<file path="config.mk">
export PLATFORM = sky130hd
export DESIGN_NAME = nibble_exec_core
export DESIGN_NICKNAME = d
export VERILOG_FILES = /design/src/rtl/nibble_exec_pkg.sv /design/src/rtl/nibble_inbus.sv /design/src/rtl/nibble_alu.sv /design/src/rtl/nibble_wmerge.sv /design/src/rtl/nibble_exec_core.sv
export SDC_FILE = /design/constraint.sdc
export NUM_CORES = 1
export LEC_CHECK = 0
export BUFFER_PORTS_ARGS = -buffer_cell sky130_fd_sc_hd__buf_2
export CORE_ASPECT_RATIO = 0.7
export CORE_UTILIZATION = 45
export DETAILED_ROUTE_END_ITERATION = 6
export PLACE_DENSITY_LB_ADDON = 0.2
export SLEW_MARGIN = 20
export SYNTH_ARGS = -nofsm -noshare
export SYNTH_HDL_FRONTEND = slang
export SYNTH_HIERARCHICAL = 1
export SYNTH_SLANG_ARGS = --single-unit
</file>
<file path="constraint.sdc">
create_clock -name clk -period 2.15 [get_ports clk]
set_input_delay 0.215 -clock clk [delete_from_list [all_inputs] [get_ports clk]]
set_output_delay 0.215 -clock clk [all_outputs]
set_load 0.05 [all_outputs]
</file>
<file path="src/rtl/nibble_exec_pkg.sv">
package nibble_exec_pkg;
  localparam int UW_BITS = 20;
  localparam int OPW     = 8;
  localparam logic [2:0] PH_LAST = 3'd5;

  // control word, LSB = field listed last
  typedef struct packed {
    logic stsl;    // 19 flag latch capture
    logic auty;    // 18 sum -> index
    logic auta;    // 17 sum -> accumulator
    logic rbit;    // 16 clear bit
    logic sbit;    // 15 set bit
    logic ckm;     // 14 bus -> memory
    logic sto;     // 13 accumulator -> memory
    logic tst_ne;  // 12 compare test
    logic tst_c;   // 11 carry test
    logic cin;     // 10 carry in
    logic p_naux;  //  9
    logic p_aux;   //  8
    logic p_y;     //  7
    logic p_mem;   //  6
    logic p_bus;   //  5
    logic n_mem;   //  4
    logic n_bus;   //  3
    logic n_na;    //  2
    logic n_a;     //  1
    logic n_ones;  //  0
  } nibble_uw_t;
endpackage

</file>
<file path="src/rtl/nibble_inbus.sv">
module nibble_inbus
  import nibble_exec_pkg::*;
#(
  parameter int DW = 4
) (
  input  logic [OPW-1:0] op_i,
  input  logic [DW-1:0]  k_i,
  output logic [DW-1:0]  bus_o
);
  localparam int SW = (DW > 1) ? $clog2(DW) : 1;

  logic [DW-1:0] rev;
  logic [DW-1:0] sel_n;

  for (genvar g = 0; g < DW; g++) begin : g_rev
    assign rev[g] = op_i[DW-1-g];
  end

  for (genvar g = 0; g < DW; g++) begin : g_sel
    assign sel_n[g] = !(rev[DW-1 -: SW] == SW'(g));
  end

  always_comb begin
    if (op_i[7:3] == 5'b00001)
      bus_o = k_i;
    else if (op_i[7:4] == 4'b0011)
      bus_o = sel_n;
    else if (op_i[7:6] == 2'b01 || op_i[7:3] == 5'b00000)
      bus_o = rev;
    else
      bus_o = '0;
  end
endmodule

</file>
<file path="src/rtl/nibble_alu.sv">
module nibble_alu
  import nibble_exec_pkg::*;
#(
  parameter int DW = 4
) (
  input  nibble_uw_t     uw_i,
  input  logic [DW-1:0]  acc_i,
  input  logic [DW-1:0]  y_i,
  input  logic [DW-1:0]  bus_i,
  input  logic [DW-1:0]  mem_i,
  input  logic [DW-1:0]  aux_i,
  input  logic [DW-1:0]  p_q_i,
  input  logic [DW-1:0]  n_q_i,
  input  logic           cin_q_i,
  output logic [DW-1:0]  p_nx_o,
  output logic [DW-1:0]  n_nx_o,
  output logic [DW:0]    sum_o,
  output logic           status_o
);
  always_comb begin
    n_nx_o = '0;
    if (uw_i.n_ones) n_nx_o = n_nx_o | {DW{1'b1}};
    if (uw_i.n_a)    n_nx_o = n_nx_o | acc_i;
    if (uw_i.n_na)   n_nx_o = n_nx_o | ~acc_i;
    if (uw_i.n_bus)  n_nx_o = n_nx_o | bus_i;
    if (uw_i.n_mem)  n_nx_o = n_nx_o | mem_i;
  end

  always_comb begin
    p_nx_o = '0;
    if (uw_i.p_bus)  p_nx_o = p_nx_o | bus_i;
    if (uw_i.p_mem)  p_nx_o = p_nx_o | mem_i;
    if (uw_i.p_y)    p_nx_o = p_nx_o | y_i;
    if (uw_i.p_aux)  p_nx_o = p_nx_o | aux_i;
    if (uw_i.p_naux) p_nx_o = p_nx_o | ~aux_i;
  end

  assign sum_o = {1'b0, p_q_i} + {1'b0, n_q_i} + {{DW{1'b0}}, cin_q_i};

  always_comb begin
    status_o = 1'b1;
    if (uw_i.tst_c)  status_o = status_o & sum_o[DW];
    if (uw_i.tst_ne) status_o = status_o & (p_q_i != n_q_i);
  end
endmodule

</file>
<file path="src/rtl/nibble_wmerge.sv">
module nibble_wmerge
  import nibble_exec_pkg::*;
#(
  parameter int DW = 4
) (
  input  nibble_uw_t    uw_i,
  input  logic [DW-1:0] acc_i,
  input  logic [DW-1:0] bus_i,
  input  logic [DW-1:0] mem_i,
  output logic          we_o,
  output logic [DW-1:0] wdata_o
);
  logic [DW-1:0] base;

  always_comb begin
    if (uw_i.sto)      base = acc_i;
    else if (uw_i.ckm) base = bus_i;
    else               base = mem_i;
    wdata_o = base;
    if (uw_i.sbit) wdata_o = wdata_o | ~bus_i;
    if (uw_i.rbit) wdata_o = wdata_o & bus_i;
  end

  assign we_o = uw_i.sto | uw_i.ckm | uw_i.sbit | uw_i.rbit;
endmodule

</file>
<file path="src/rtl/nibble_exec_core.sv">
module nibble_exec_core
  import nibble_exec_pkg::*;
#(
  parameter int DW = 4,
  parameter int XW = 4
) (
  input  logic                 clk,
  input  logic                 rst,
  input  logic [OPW-1:0]       op_i,
  input  logic [UW_BITS-1:0]   uw_i,
  input  logic [DW-1:0]        k_i,
  input  logic [XW-1:0]        x_i,
  input  logic [DW-1:0]        mem_rd_i,
  input  logic [DW-1:0]        aux_rd_i,
  output logic [XW+DW-1:0]     mem_addr_o,
  output logic                 mem_we_o,
  output logic [DW-1:0]        mem_wdata_o,
  output logic [DW-1:0]        acc_o,
  output logic [DW-1:0]        idx_y_o,
  output logic                 status_o,
  output logic                 stlatch_o,
  output logic [2:0]           phase_o
);
  localparam int AW = XW + DW;

  nibble_uw_t    uw_in, uw_q;
  logic [2:0]    ph;
  logic [DW-1:0] bus_nx, bus_q, mem_q, aux_q;
  logic [DW-1:0] p_q, n_q, p_nx, n_nx;
  logic          cin_q;
  logic [DW:0]   sum_nx, sum_q;
  logic          status_nx, status_q;
  logic          we_nx, we_q;
  logic [DW-1:0] wd_nx, wd_q;
  logic [DW-1:0] acc_q, y_q;
  logic          stl_q;
  logic [AW-1:0] addr_q;

  assign uw_in = nibble_uw_t'(uw_i);

  nibble_inbus #(.DW(DW)) u_inbus (
    .op_i (op_i),
    .k_i  (k_i),
    .bus_o(bus_nx)
  );

  nibble_alu #(.DW(DW)) u_alu (
    .uw_i    (uw_q),
    .acc_i   (acc_q),
    .y_i     (y_q),
    .bus_i   (bus_q),
    .mem_i   (mem_q),
    .aux_i   (aux_q),
    .p_q_i   (p_q),
    .n_q_i   (n_q),
    .cin_q_i (cin_q),
    .p_nx_o  (p_nx),
    .n_nx_o  (n_nx),
    .sum_o   (sum_nx),
    .status_o(status_nx)
  );

  nibble_wmerge #(.DW(DW)) u_wmerge (
    .uw_i   (uw_q),
    .acc_i  (acc_q),
    .bus_i  (bus_q),
    .mem_i  (mem_q),
    .we_o   (we_nx),
    .wdata_o(wd_nx)
  );

  always_ff @(posedge clk) begin
    if (rst) begin
      ph       <= '0;
      uw_q     <= '0;
      bus_q    <= '0;
      mem_q    <= '0;
      aux_q    <= '0;
      p_q      <= '0;
      n_q      <= '0;
      cin_q    <= 1'b0;
      sum_q    <= '0;
      status_q <= 1'b0;
      we_q     <= 1'b0;
      wd_q     <= '0;
      acc_q    <= '0;
      y_q      <= '0;
      stl_q    <= 1'b0;
      addr_q   <= '0;
    end else begin
      ph <= (ph == PH_LAST) ? 3'd0 : ph + 3'd1;
      case (ph)
        3'd0: begin
          uw_q  <= uw_in;
          bus_q <= bus_nx;
          mem_q <= mem_rd_i;
          aux_q <= aux_rd_i;
          p_q   <= '0;
          n_q   <= '0;
          cin_q <= 1'b0;
        end
        3'd1: begin
          p_q   <= p_nx;
          n_q   <= n_nx;
          cin_q <= uw_q.cin;
        end
        3'd2: begin
          sum_q    <= sum_nx;
          status_q <= status_nx;
          we_q     <= we_nx;
          wd_q     <= wd_nx;
        end
        3'd3: we_q <= 1'b0;
        3'd4: begin
          if (uw_q.auta) acc_q <= sum_q[DW-1:0];
          if (uw_q.auty) y_q   <= sum_q[DW-1:0];
          if (uw_q.stsl) stl_q <= status_q;
          addr_q <= {x_i, (uw_q.auty ? sum_q[DW-1:0] : y_q)};
        end
        default: ;
      endcase
    end
  end

  assign mem_addr_o  = addr_q;
  assign mem_we_o    = we_q;
  assign mem_wdata_o = wd_q;
  assign acc_o       = acc_q;
  assign idx_y_o     = y_q;
  assign status_o    = status_q;
  assign stlatch_o   = stl_q;
  assign phase_o     = ph;

  assert_phase_step_R1: assert property (@(posedge clk) disable iff (rst)
    (ph != PH_LAST) |=> (ph == $past(ph) + 3'd1));

  assert_phase_wrap_R1: assert property (@(posedge clk) disable iff (rst)
    (ph == PH_LAST) |=> (ph == 3'd0));

  assert_we_window_R10: assert property (@(posedge clk) disable iff (rst)
    mem_we_o |-> (ph == 3'd3));

  assert_acc_hold_R6: assert property (@(posedge clk) disable iff (rst)
    (ph != 3'd5 && !$past(rst)) |-> ($stable(acc_q) && $stable(y_q)));

  assert_flag_free_R7: assert property (@(posedge clk) disable iff (rst)
    (ph == 3'd3 && !uw_q.tst_c && !uw_q.tst_ne) |-> status_q);

  assert_addr_hold_R11: assert property (@(posedge clk) disable iff (rst)
    (ph != 3'd5 && !$past(rst)) |-> $stable(mem_addr_o));
endmodule

</file>
; ---- After elaboration in Yosys (flattened, before gate mapping)
; Cells that the tools add are included.
; W data, S select, Z words.
[op_classes]
addsub = 3
eq_ne = 12
n_mux = 24
bitwise_logic = 17
n_reduce_logical = 13
[ops]
columns = op, n
row1 = $mux W4, 18
row2 = $or A4 B4 Y4, 9
row3 = $pmux W4 S2, 2
row4 = $not A4 Y4, 3
row5 = $eq A3 B2 Y1 const B, 2
row6 = $eq A3 B3 Y1 const B, 2
row7 = $add A4 B4 Y5, 1
row8 = $add A5 B1 Y5, 1
row9 = $eq A5 B1 Y1 const B, 1
row10 = $logic_not A5 Y1, 1
row11 = $and A4 B4 Y4, 1
row12 = $eq A2 B1 Y1 const B, 2
row13 = $eq A2 B2 Y1 const B, 2
row14 = $eq A4 B2 Y1 const B, 1
row15 = $logic_not A1 Y1, 4
row16 = $ne A4 B4 Y1, 1
row17 = $pmux W1 S2, 2
row18 = $reduce_and A2 Y1, 2
row19 = $reduce_bool A2 Y1, 2
row20 = $add A3 B1 Y3 const B, 1
row21 = $eq A3 B1 Y1 const B, 1
row22 = $logic_not A3 Y1, 1
row23 = $or A1 B1 Y1, 3
row24 = $logic_not A2 Y1, 1
row25 = 4 further kinds, 5
[totals]
regBits = 71
out_inout_bits = 26
word_cells = 104

; ---- Depth between registers and ports, before layout
[depth]
word_depth = 10
depth_mapped = 9
ltp_nobuf = 9

; ---- Cells and area by module
; The synthesis kept the hierarchy.
[modules_own_cells]
columns = module, n_inst, cells_each, area_per_inst_um2, seq_area_each_um2
row1 = nibble_exec_core, 1, 298, 2518.7, 1341.3
row2 = nibble_alu, 1, 49, 359.1, 0.0
row3 = nibble_wmerge, 1, 23, 146.4, 0.0
row4 = nibble_inbus, 1, 23, 143.9, 0.0

; ---- Least setup slack after synthesis
; No wires, ideal clock.
[synth_timing]
path_kind = reg-to-reg
startpoint = register ph[1] (netlist: phase_o[1])
endpoint = register aux_q[1]
arrival_ps = 1747
path_slack_ps = 268
path_stages_with_launch = 9
path_buffers = 3
synth_period_minus_slack_ps = 1882
cell_sequence = dfxtp_1 > inv_1 > ha_1 > buf_6 > nor2b_1 > buf_2 > buf_6 > nand2_1 > a21oi_2
[synth_between]
elab_chain_len = 1
[synth_rtl]
columns = element, line
row1 = from (decl), nibble_exec_core.sv:27  ; logic [2:0] ph;
row2 = from (signal assigned), nibble_exec_core.sv:91  ; ph <= (ph == PH_LAST) ? 3'd0 : ph + 3'd1;
row3 = $logic_not A3 Y1, nibble_exec_core.sv:92  ; case (ph)
row4 = to (signal assigned), nibble_exec_core.sv:97  ; aux_q <= aux_rd_i;
row5 = to (decl), nibble_exec_core.sv:28  ; logic [DW-1:0] bus_nx, bus_q, mem_q, aux_q;
; Every way passes these cells.
; A chain may end at the register's enable or synchronous reset.

; ---- Worst setup path in the final report
[layout_timing]
startpoint = register p_q[0]
endpoint = register status_q (netlist: status_o)
[layout_between]
elab_chain_len = 5
elab_cells_between_ends = 6
[layout_rtl]
columns = element, line
row1 = from (decl), nibble_exec_core.sv:29  ; logic [DW-1:0] p_q, n_q, p_nx, n_nx;
row2 = from (signal assigned), nibble_exec_core.sv:103  ; p_q <= p_nx;
row3 = $add A4 B4 Y5, nibble_alu.sv:38  ; assign sum_o = {1'b0, p_q_i} + {1'b0, n_q_i} + {{DW{1'b0}}, cin_q_i};
row4 = $add A5 B1 Y5, nibble_alu.sv:38
row5 = $mux W1, nibble_alu.sv:42  ; if (uw_i.tst_c) status_o = status_o & sum_o[DW];
row6 = $and A1 B1 Y1, nibble_alu.sv:43  ; if (uw_i.tst_ne) status_o = status_o & (p_q_i != n_q_i);
row7 = $mux W1 (*), nibble_alu.sv:43
row8 = via status_nx, nibble_exec_core.sv:32  ; logic status_nx, status_q;
row9 = to (signal assigned), nibble_exec_core.sv:109  ; status_q <= status_nx;
row10 = to (decl), nibble_exec_core.sv:32
; The timed path passes the listed nets; every way through them passes the cells marked *.

==> impl_metrics.env <==
export IMPL_drc_markers=0
export IMPL_clock_tree_buffer_depth=2
export IMPL_hold_path_end="uw_q[8]$_SDFFE_PP0N_"
export IMPL_antenna_diode_count=0
export IMPL_postSynthAreaPerCell_um2=8.072
export IMPL_die_area_um2=7377
export IMPL_avgViaCountPerCell=5.289
export IMPL_drt_wl_cell_um=14.73
export IMPL_worstHoldPathCells=3
export IMPL_cts_hold_buffers=0
export IMPL_first_iter_violations=368
export IMPL_numPortBuffers=71
export IMPL_use_met1_pct=35.95
export IMPL_cts_tree="yes"
export IMPL_die_width_um=102.2
export IMPL_cts_htree_levels=3
export IMPL_global_route_usage_total_pct=23.97
export IMPL_wl_um=8101
export IMPL_floorplan_core_area_um2=6788
export IMPL_fin_crit_ns=1.816
export IMPL_postCtsResizedCells=0
export IMPL_groute_layer_met2_usage_pct=33.63
export IMPL_synth_yosys_warnings=6
export IMPL_power_ir_vdd_worst_v=0.0004078
export IMPL_cts_root_buffer_cell="sky130_fd_sc_hd__clkbuf_8"
export IMPL_regToRegSetupSlack_ns=0.33
export IMPL_power_leakage_nw=1.638
export IMPL_critical_path_startpoint_type="flop"
export IMPL_final_layout_size_suffix_gt1_share_pct=22.37
export IMPL_critPathCaptureType="flop"
export IMPL_count_of_max_cap_constraint_violations=0
export IMPL_worstMarginPinSlew_ns=0.6298
export IMPL_timing_hold_worst_class="input port to flop"
export IMPL_relSlewSlack_pct=58.01
export IMPL_skew_ns=0.005515
export IMPL_hold_path_startpoint="uw_i[8]"
export IMPL_global_route_overflow_total=0
export IMPL_fin_total_pwr_w=0.002926
export IMPL_nNetsFinal=510
export IMPL_synth_cell_area_um2=3164
export IMPL_postCtsSetupRepairBufs=0
export IMPL_crit_fanout=3
export IMPL_dp_final_hpwl_um=5861
export IMPL_grt_use_met3_pct=6.358
export IMPL_grt_pass1_wl_um=13300
export IMPL_p_per_area_nw_per_um2=790.9
export IMPL_fin_tns_setup_ns=0
export IMPL_clock_latency_ns=0.34
export IMPL_cts_num_sinks=67
export IMPL_outcome="completed"
export IMPL_detailed_routing_iteration_count_for_the_pre_antenna_repair_pass=6
export IMPL_io_pins=72
export IMPL_fp_dieH_um=72.16
export IMPL_busiest_layer="met1"
export IMPL_vias_in_the_first_global_route=2684
export IMPL_final_min_period_over_clock_period_pct=84.49
export IMPL_worst_r2r_path_depth=9
export IMPL_rsz0062_at_grt="false"
export IMPL_setup_viol_count_final=0
export IMPL_slew_violations=0
export IMPL_cells_after_synth=392
export IMPL_rr_startpoint="p_q[0]$_SDFFE_PP0P_"
export IMPL_rr_endpoint="status_o$_SDFFE_PP0N_"
export IMPL_path_clk_slew_ns=0.07
export IMPL_worstSetupPathType="flop to flop"
export IMPL_crit_arrival_ns=2.08
export IMPL_finalHoldViolCount=0
export IMPL_antenna_found_initial=0
export IMPL_syn_nets=449
export IMPL_gp_congestion=0.9071
export IMPL_crit_path_required_time_ns=2.41
export IMPL_synth_to_final_area_change_pct=16.92
export IMPL_number_of_core_rows=25
export IMPL_initial_utilization_pct=46.62
export IMPL_antenna_left=0
export IMPL_grt_start_max_net_pins=33
export IMPL_vias=2909
export IMPL_total_cts_buffers=9
export IMPL_fmax_mhz=550.5
[report_power, final]
group | internal (W) | switching, W | leakage [nW]
sequential | 0.00132 | 0.0000994 | 0.547
clock | 0.000551 | 0.000447 | 0.0950
combinational | 0.000182 | 0.000324 | 0.997
[cell type report]
class                      instances  area, um2
clock buffer                      11      141.4
sequential                        67       1341
inverter                          21      78.83
multi-input combinational        278       1588
clock inverter                     3      40.04
timing repair buffer              76      392.9
fill                             691       3088
tap                               94      117.6
[cell usage in the layout (no fill, tap or decap), drive strengths merged, types with 3 or more instances in the layout]
cell     n
nand3   16
nand3b   5
nand2b   3
a21oi   66
clkbuf  11
a222oi  11
buf     76
nor2b    6
dfxtp   67
ha       9
nand2   96
inv     21
nor2    14
o21ai   16
mux2i   14
nor3     3
[per-layer routing]
metal / vias up / part of all wire (%)
met3: 6 / 6.6
met1: 1350 / 50
met4: 0 / 0.80
met2: 97 / 42
met5: - / 0
li1: 1456 / -
[how the worst max path moves through the flow]
stage	startpoint	to	slack (ns)	cells past startpoint
final	p_q[0]$_SDFFE_PP0P_	status_o$_SDFFE_PP0N_	0.33	9
after global routing	p_q[0]$_SDFFE_PP0P_	status_o$_SDFFE_PP0N_	0.22	9
after CTS	p_q[0]$_SDFFE_PP0P_	status_o$_SDFFE_PP0N_	0.33	9
after detailed placement	p_q[0]$_SDFFE_PP0P_	status_o$_SDFFE_PP0N_	0.36	9
after global placement	p_q[0]$_SDFFE_PP0P_	status_o$_SDFFE_PP0N_	0.46	9
after floorplan	phase_o[1]$_SDFF_PP0_	aux_q[1]$_SDFFE_PP0N_	0.27	8
[flip-flops by register name (all words and copies together), names as in the netlist]
register / flops
bus_q: 4
uw_q: 20
n_q: 4
acc_o: 4
mem_addr_o: 5
status_o: 1
mem_q: 4
idx_y_o: 3
aux_q: 4
mem_we_o: 1
p_q: 4
stlatch_o: 1
sum_q: 4
mem_wdata_o: 4
cin_q: 1
phase_o: 3
[critical path, cell delays in order, from the launching register on]
cell and delay [ns]:
sky130_fd_sc_hd__dfxtp_1 0.36, sky130_fd_sc_hd__inv_1 0.07, sky130_fd_sc_hd__fa_1 0.45, sky130_fd_sc_hd__inv_1 0.09
sky130_fd_sc_hd__fa_1 0.21, sky130_fd_sc_hd__a21o_1 0.13, sky130_fd_sc_hd__a21oi_1 0.06, sky130_fd_sc_hd__a21oi_1 0.15
sky130_fd_sc_hd__nand2_1 0.06, sky130_fd_sc_hd__a21oi_1 0.14
[per-stage QoR]
stage / utilization, % / setup WS, ns / instances / hold WS [ns] / area (um2)
floorplan: - / 0.2677 / 392 / 0.3510 / 3164
global placement: 51.83 / 0.4633 / 536 / 0.4409 / 3518
detailed placement: 51.83 / 0.3633 / 536 / 0.4475 / 3518
CTS: 54.51 / 0.3281 / 550 / 0.1028 / 3700
global route: 54.51 / 0.2174 / 550 / 0.1064 / 3700
finish: 54.51 / 0.3336 / 550 / 0.1088 / 3700
(Power assumes the default switching activity.)
